==> src/rtl/pmt_pkg.sv <==
package pmt_pkg;

    localparam int DATA_W  = 16;
    localparam int RD_W    = 32;
    localparam int DEC_W   = 6;

    localparam int POS_TMR  = 0;
    localparam int POS_GLBL = 5;
    localparam int POS_PWR  = 8;
    localparam int POS_RTC  = 10;

    localparam logic [DEC_W-1:0] OFS_STS = 6'h00;
    localparam logic [DEC_W-1:0] OFS_ENA = 6'h02;
    localparam logic [DEC_W-1:0] OFS_TMR = 6'h08;

    typedef struct packed {
        logic rtc;
        logic pwr;
        logic glbl;
        logic tmr;
    } evt_t;

    function automatic logic [DATA_W-1:0] evt_to_word(input evt_t e);
        logic [DATA_W-1:0] w;
        w = '0;
        w[POS_TMR]  = e.tmr;
        w[POS_GLBL] = e.glbl;
        w[POS_PWR]  = e.pwr;
        w[POS_RTC]  = e.rtc;
        return w;
    endfunction

    function automatic evt_t word_to_evt(input logic [DATA_W-1:0] w);
        evt_t e;
        e.tmr  = w[POS_TMR];
        e.glbl = w[POS_GLBL];
        e.pwr  = w[POS_PWR];
        e.rtc  = w[POS_RTC];
        return e;
    endfunction

endpackage

==> src/rtl/pmt_timer.sv <==
module pmt_timer #(
    parameter int TMR_W = 24
) (
    input  logic             clk,
    input  logic             rst,
    input  logic             tick,
    output logic [TMR_W-1:0] count,
    output logic             msb_flip
);
    logic [TMR_W-1:0] count_nx;

    always_comb begin
        count_nx = count + {{(TMR_W-1){1'b0}}, 1'b1};
        msb_flip = tick && (count_nx[TMR_W-1] != count[TMR_W-1]);
    end

    always_ff @(posedge clk) begin
        if (rst) begin
            count <= '0;
        end else if (tick) begin
            count <= count_nx;
        end
    end

    assert_count_step_R2: assert property (@(posedge clk) disable iff (rst)
        tick |=> count == $past(count) + {{(TMR_W-1){1'b0}}, 1'b1});
    assert_count_hold_R2: assert property (@(posedge clk) disable iff (rst)
        !tick |=> $stable(count));

endmodule

==> src/rtl/pmt_events.sv <==
module pmt_events
    import pmt_pkg::*;
(
    input  logic clk,
    input  logic rst,
    input  evt_t set_i,
    input  evt_t clr_i,
    input  logic ena_we,
    input  evt_t ena_d,
    output evt_t sts_o,
    output evt_t ena_o,
    output logic sci
);
    evt_t sts_nx;

    always_comb begin
        sts_nx = evt_t'((sts_o & ~clr_i) | set_i);
    end

    always_ff @(posedge clk) begin
        if (rst) begin
            sts_o <= '0;
            ena_o <= '0;
        end else begin
            sts_o <= sts_nx;
            if (ena_we) begin
                ena_o <= ena_d;
            end
        end
    end

    assign sci = |(sts_o & ena_o);

    assert_set_rtc_R4: assert property (@(posedge clk) disable iff (rst)
        set_i.rtc |=> sts_o.rtc);
    assert_set_wins_R6: assert property (@(posedge clk) disable iff (rst)
        (set_i.pwr && clr_i.pwr) |=> sts_o.pwr);
    assert_sticky_R4: assert property (@(posedge clk) disable iff (rst)
        (sts_o.glbl && !clr_i.glbl) |=> sts_o.glbl);
    assert_w1c_R5: assert property (@(posedge clk) disable iff (rst)
        (clr_i.tmr && !set_i.tmr) |=> !sts_o.tmr);
    assert_reset_clear_R11: assert property (@(posedge clk)
        rst |=> (sts_o == '0 && ena_o == '0 && !sci));

endmodule

==> src/rtl/pmt_regif.sv <==
module pmt_regif
    import pmt_pkg::*;
#(
    parameter int ADDR_W = 16,
    parameter int TMR_W  = 24
) (
    input  logic [ADDR_W-1:0] addr,
    input  logic              wr,
    input  logic [DATA_W-1:0] wdata,
    input  evt_t              sts,
    input  evt_t              ena,
    input  logic [TMR_W-1:0]  count,
    output evt_t              clr,
    output logic              ena_we,
    output evt_t              ena_d,
    output logic [RD_W-1:0]   rdata
);
    logic [DEC_W-1:0] ofs;

    always_comb begin
        ofs    = addr[DEC_W-1:0];
        clr    = (wr && ofs == OFS_STS) ? word_to_evt(wdata) : '0;
        ena_we = wr && (ofs == OFS_ENA);
        ena_d  = word_to_evt(wdata);
        unique case (ofs)
            OFS_STS: rdata = {{(RD_W-DATA_W){1'b0}}, evt_to_word(sts)};
            OFS_ENA: rdata = {{(RD_W-DATA_W){1'b0}}, evt_to_word(ena)};
            OFS_TMR: rdata = {{(RD_W-TMR_W){1'b0}}, count};
            default: rdata = '0;
        endcase
    end

    always_comb begin
        if (ofs == OFS_TMR) begin
            assert_tmr_upper_zero_R1: assert (rdata[RD_W-1:TMR_W] == '0);
        end
    end

endmodule

==> src/rtl/pmt_top.sv <==
module pmt_top
    import pmt_pkg::*;
#(
    parameter int ADDR_W = 16,
    parameter int TMR_W  = 24
) (
    input  logic              clk,
    input  logic              rst,
    input  logic              tick,
    input  logic              ev_rtc,
    input  logic              ev_pwr,
    input  logic              ev_glbl,
    input  logic [ADDR_W-1:0] io_addr,
    input  logic              io_wr,
    input  logic [15:0]       io_wdata,
    output logic [31:0]       io_rdata,
    output logic              sci
);
    logic [TMR_W-1:0] count;
    logic             msb_flip;
    evt_t             set_v, clr_v, ena_d, sts, ena;
    logic             ena_we;

    always_comb begin
        set_v.rtc  = ev_rtc;
        set_v.pwr  = ev_pwr;
        set_v.glbl = ev_glbl;
        set_v.tmr  = msb_flip;
    end

    pmt_timer #(.TMR_W(TMR_W)) u_timer (
        .clk      (clk),
        .rst      (rst),
        .tick     (tick),
        .count    (count),
        .msb_flip (msb_flip)
    );

    pmt_events u_events (
        .clk    (clk),
        .rst    (rst),
        .set_i  (set_v),
        .clr_i  (clr_v),
        .ena_we (ena_we),
        .ena_d  (ena_d),
        .sts_o  (sts),
        .ena_o  (ena),
        .sci    (sci)
    );

    pmt_regif #(.ADDR_W(ADDR_W), .TMR_W(TMR_W)) u_regif (
        .addr   (io_addr),
        .wr     (io_wr),
        .wdata  (io_wdata),
        .sts    (sts),
        .ena    (ena),
        .count  (count),
        .clr    (clr_v),
        .ena_we (ena_we),
        .ena_d  (ena_d),
        .rdata  (io_rdata)
    );

    assert_flip_sets_tmr_R3: assert property (@(posedge clk) disable iff (rst)
        (tick && count[TMR_W-2:0] == '1) |=> sts.tmr);

endmodule

==> config.mk <==
export PLATFORM = sky130hd
export DESIGN_NAME = pmt_top
export DESIGN_NICKNAME = d
export VERILOG_FILES = /design/src/rtl/pmt_pkg.sv /design/src/rtl/pmt_timer.sv /design/src/rtl/pmt_events.sv /design/src/rtl/pmt_regif.sv /design/src/rtl/pmt_top.sv
export SDC_FILE = /design/constraint.sdc
export NUM_CORES = 1
export LEC_CHECK = 0
export BUFFER_PORTS_ARGS = -buffer_cell sky130_fd_sc_hd__buf_2
export CAP_MARGIN = 20
export CORE_ASPECT_RATIO = 0.9
export CORE_MARGIN = 2
export CORE_UTILIZATION = 50
export CTS_BUF_LIST = sky130_fd_sc_hd__clkbuf_4
export DETAILED_ROUTE_END_ITERATION = 10
export PLACE_DENSITY = 0.89
export SYNTH_ARGS = -nofsm -noshare
export SYNTH_HDL_FRONTEND = slang
export SYNTH_SLANG_ARGS = --single-unit
export TNS_END_PERCENT = 5
==> constraint.sdc <==
create_clock -name clk -period 5.3 [get_ports clk]
set_input_delay 0.53 -clock clk [delete_from_list [all_inputs] [get_ports clk]]
set_output_delay 0.53 -clock clk [all_outputs]
set_load 0.01 [all_outputs]
==> results.ini <==
[status]
status=finished clean

[synth]
syn_area_per_cell_um2=8.310
synthCells=215
seq_area_frac_synth_pct=35.85
synthFlopType=dfxtp_1
yosys_register_bits=32
yosys_warnings=0
syn_area_mm2=0.001787
synth_edf_count=0
ys_types=38
async_flop_share_pct=0

[final_layout]
antennaDiodeCount=0
nets=293
nFillCells=330
final_layout_size_suffix_gt1_share_pct=24.11
syn2layout_area_growth_pct=12.74
multi_input_area_mm2=0.001044
final_common_cell=buf_2
post-route-util_pct=59.19
final_cell_mix=buf_2, dfxtp_1, nor2_1, and2_1, a21oi_1
ff_latch_area_um2=640.6

[routing]
wl_per_cell_um=12.86
drt_first_pass_iters=4
drt-total-wl_mm=3.819
drtIter0Drc=168
postRouteAntennaNets=0
drc=0
vias_per_cell=5.451
vias=1619

[global_routing]
track_usage_pct=19.43
grt_pass1_vias=1343
gr-total-overflow=0
grt_max_degree=34
grt_pass1_wl_mm=5.982
antenna_found_initial=0

[cts]
clkTransAtPathRegs_ns=0.10
cts_root_buf=clkbuf_4
htreeDepth=2
cts_buffers=5
cts_hold_buf=0
clkLatencyLatePin_ns=0.34
post-cts-setup-buffer-count=0
clk_path_buf_depth=2
clock-sinks=32
cts_resized=0
cts_tree=built

[floorplanning]
start_util_pct=52.50
fp.dieH_um=60.71
fp-row-count=20
die_width_um=67.01
fp.coreArea_mm2=0.003403
dieArea_mm2=0.004068
ios=72

[setup_path]
worst-path-buf-inv=3
end_kind=primary output
cp_max_fo=9
r2r_slack_ns=3.18
worstPathRequired_ns=4.77
r2r-end=u_timer.count[22]
ff2ff_path_depth=5
worst_ep_arrival_time_ns=2.12
critPathMaxStageDelay_ns=0.63
cp_cell_sequence=buf_2 > or4_1 > nor3b_1 > buf_2 > and2_2 > buf_2
crit_top_cell=buf_2
rr_startpoint=u_timer.count[0]
path_class=input port to primary output
cp-start-kind=input port
crit_slowest_cell=or4_1
path_delay_family=simple AND/OR/NAND/NOR gates

[hold_path]
hold_path_startpoint=ev_rtc
hold_path_class=input port to register
holdPathStages=3
holdPathEnd=u_events.sts_o[3]

[timing]
finalCriticalPeriod_ns=2.654
setup_viol=0
rsz0062_at_grt=no
relSlewSlack_pct=44.80
slew_viol_final=0
tightest_slew_ns=0.8205
fin_skew_ns=0.01337
finalHoldViolations=0
post-route-period-util_pct=50.07
fmax_mhz=376.8
tns_ns=0

[job]
max_cap_violations=0

[pwr]
p_sw_w=0.0001014
p_int_w=0.0003080
p_per_area_mw_per_mm2=203.2
power_frac_comb_pct=6.7
swShare_pct=24.76
pwr-share-clk_pct=32.6
seq_power_share_pct=60.7
p_leak_nw=0.8411
vdd_drop_max_uv=161.6

[placed_design]
io_buffer_count=41
place.gp.congestion=0.8326
dpl.hpwl_mm=2.708

==> power groups by stage <==
stage	logic (W)	registers, W	clock network [W]
2_1_floorplan	0.0000228	0.000252	0
3_5_place_dp	0.0000268	0.000254	0
4_1_cts	0.0000269	0.000248	0.000136
5_1_grt	0.0000309	0.000249	0.000146
3_3_place_gp	0.0000263	0.000254	0
6_report	0.0000273	0.000249	0.000133
==> synth_stat cells (3+ instances only) <==
cell      instances  area [um2]
a21oi_1          15       75.07
a22oi_1           3       22.52
and2_1           20       125.1
and4_1            4       35.03
buf_4             8       60.06
clkbuf_1          9       33.78
dfxtp_1          32       640.6
mux2i_1           9       90.09
nand2_1           6       22.52
nand3_1          12       60.06
nand4_1           8       50.05
nor2_1           31       116.4
nor4_1            5       31.28
o21ai_0           6       30.03
or3_1             3       18.77
or3_2             3       22.52
or4_1             3       22.52
xnor2_1           5       43.79
xor2_1            8       70.07
==> per-stage QoR <==
step / power [W] / hold slack [ns] / worst slack, ns / std cells / instance area (um2)
final: 0.0004094 / 0.3971 / 2.646 / 297 / 2014
after global routing: 0.0004266 / 0.4062 / 2.541 / 297 / 2014
after detailed placement: 0.0002808 / 0.4909 / 2.059 / 289 / 1959
after floorplan: 0.0002751 / 0.4609 / 2.990 / 222 / 1813
after global placement: 0.0002801 / 0.4780 / 2.146 / 289 / 1959
after CTS: 0.0004116 / 0.3934 / 2.058 / 296 / 2009
==> registers in the layout, indices dropped and copies added, names as in the netlist <==
name / count
u_events.ena_o: 4
u_events.sts_o: 4
u_timer.count: 24
==> worst reg2reg max path, delay by kind of cell (launching register included) <==
family | cells | cell delay (ns)
DFF | 1 | 0.49
and+or+nand+nor | 3 | 1.10
adders and majority gates | 1 | 0.32
AOI/OAI and AO/OA | 1 | 0.14
==> per-layer routing <==
| layer | track usage (%) | part of all wire, % | up-vias | wire (um) |
|---|---|---|---|---|
| met1 | 26.15 | 49 | 752 | 1869 |
| met5 | 0 | 0 | - | 0 |
| li1 | - | - | 813 | - |
| met3 | 4.638 | 5.7 | 5 | 216 |
| met4 | 8.746 | 1.2 | 0 | 45 |
| met2 | 29.84 | 44 | 49 | 1687 |
==> cell families after synthesis <==
| logic type | synth area share, % |
|---|---|
| and+or+nand+nor | 34.94 |
| DFF | 35.85 |
| AOI/OAI and AO/OA | 9.034 |
| buffers and inverters | 7.213 |
| xor gates and xnor gates | 6.373 |
| muxes | 5.672 |
| adders and majority gates | 0.7002 |
| other | 0.2099 |
==> worst max-delay path by stage <==
stage	from	end	slack, ns	cells past startpoint
2_1_floorplan	io_addr[5]	io_rdata[12]	2.99	4
3_3_place_gp	io_addr[5]	io_rdata[17]	2.15	6
3_5_place_dp	io_addr[5]	io_rdata[1]	2.06	6
4_1_cts	io_addr[5]	io_rdata[1]	2.06	6
5_1_grt	io_addr[5]	io_rdata[4]	2.54	6
6_report	io_addr[5]	io_rdata[3]	2.65	6
==> layout make-up <==
cell class | count | share of cell area, %
Multi-Input combinational cell | 169 | 51.80
Sequential cell | 32 | 31.80
Timing Repair Buffer | 43 | 10.81
Tap cell | 44 | 2.733
Clock buffer | 6 | 2.236
Inverter | 2 | 0.3727
Clock inverter | 1 | 0.2484
(Power assumes the default switching activity.)
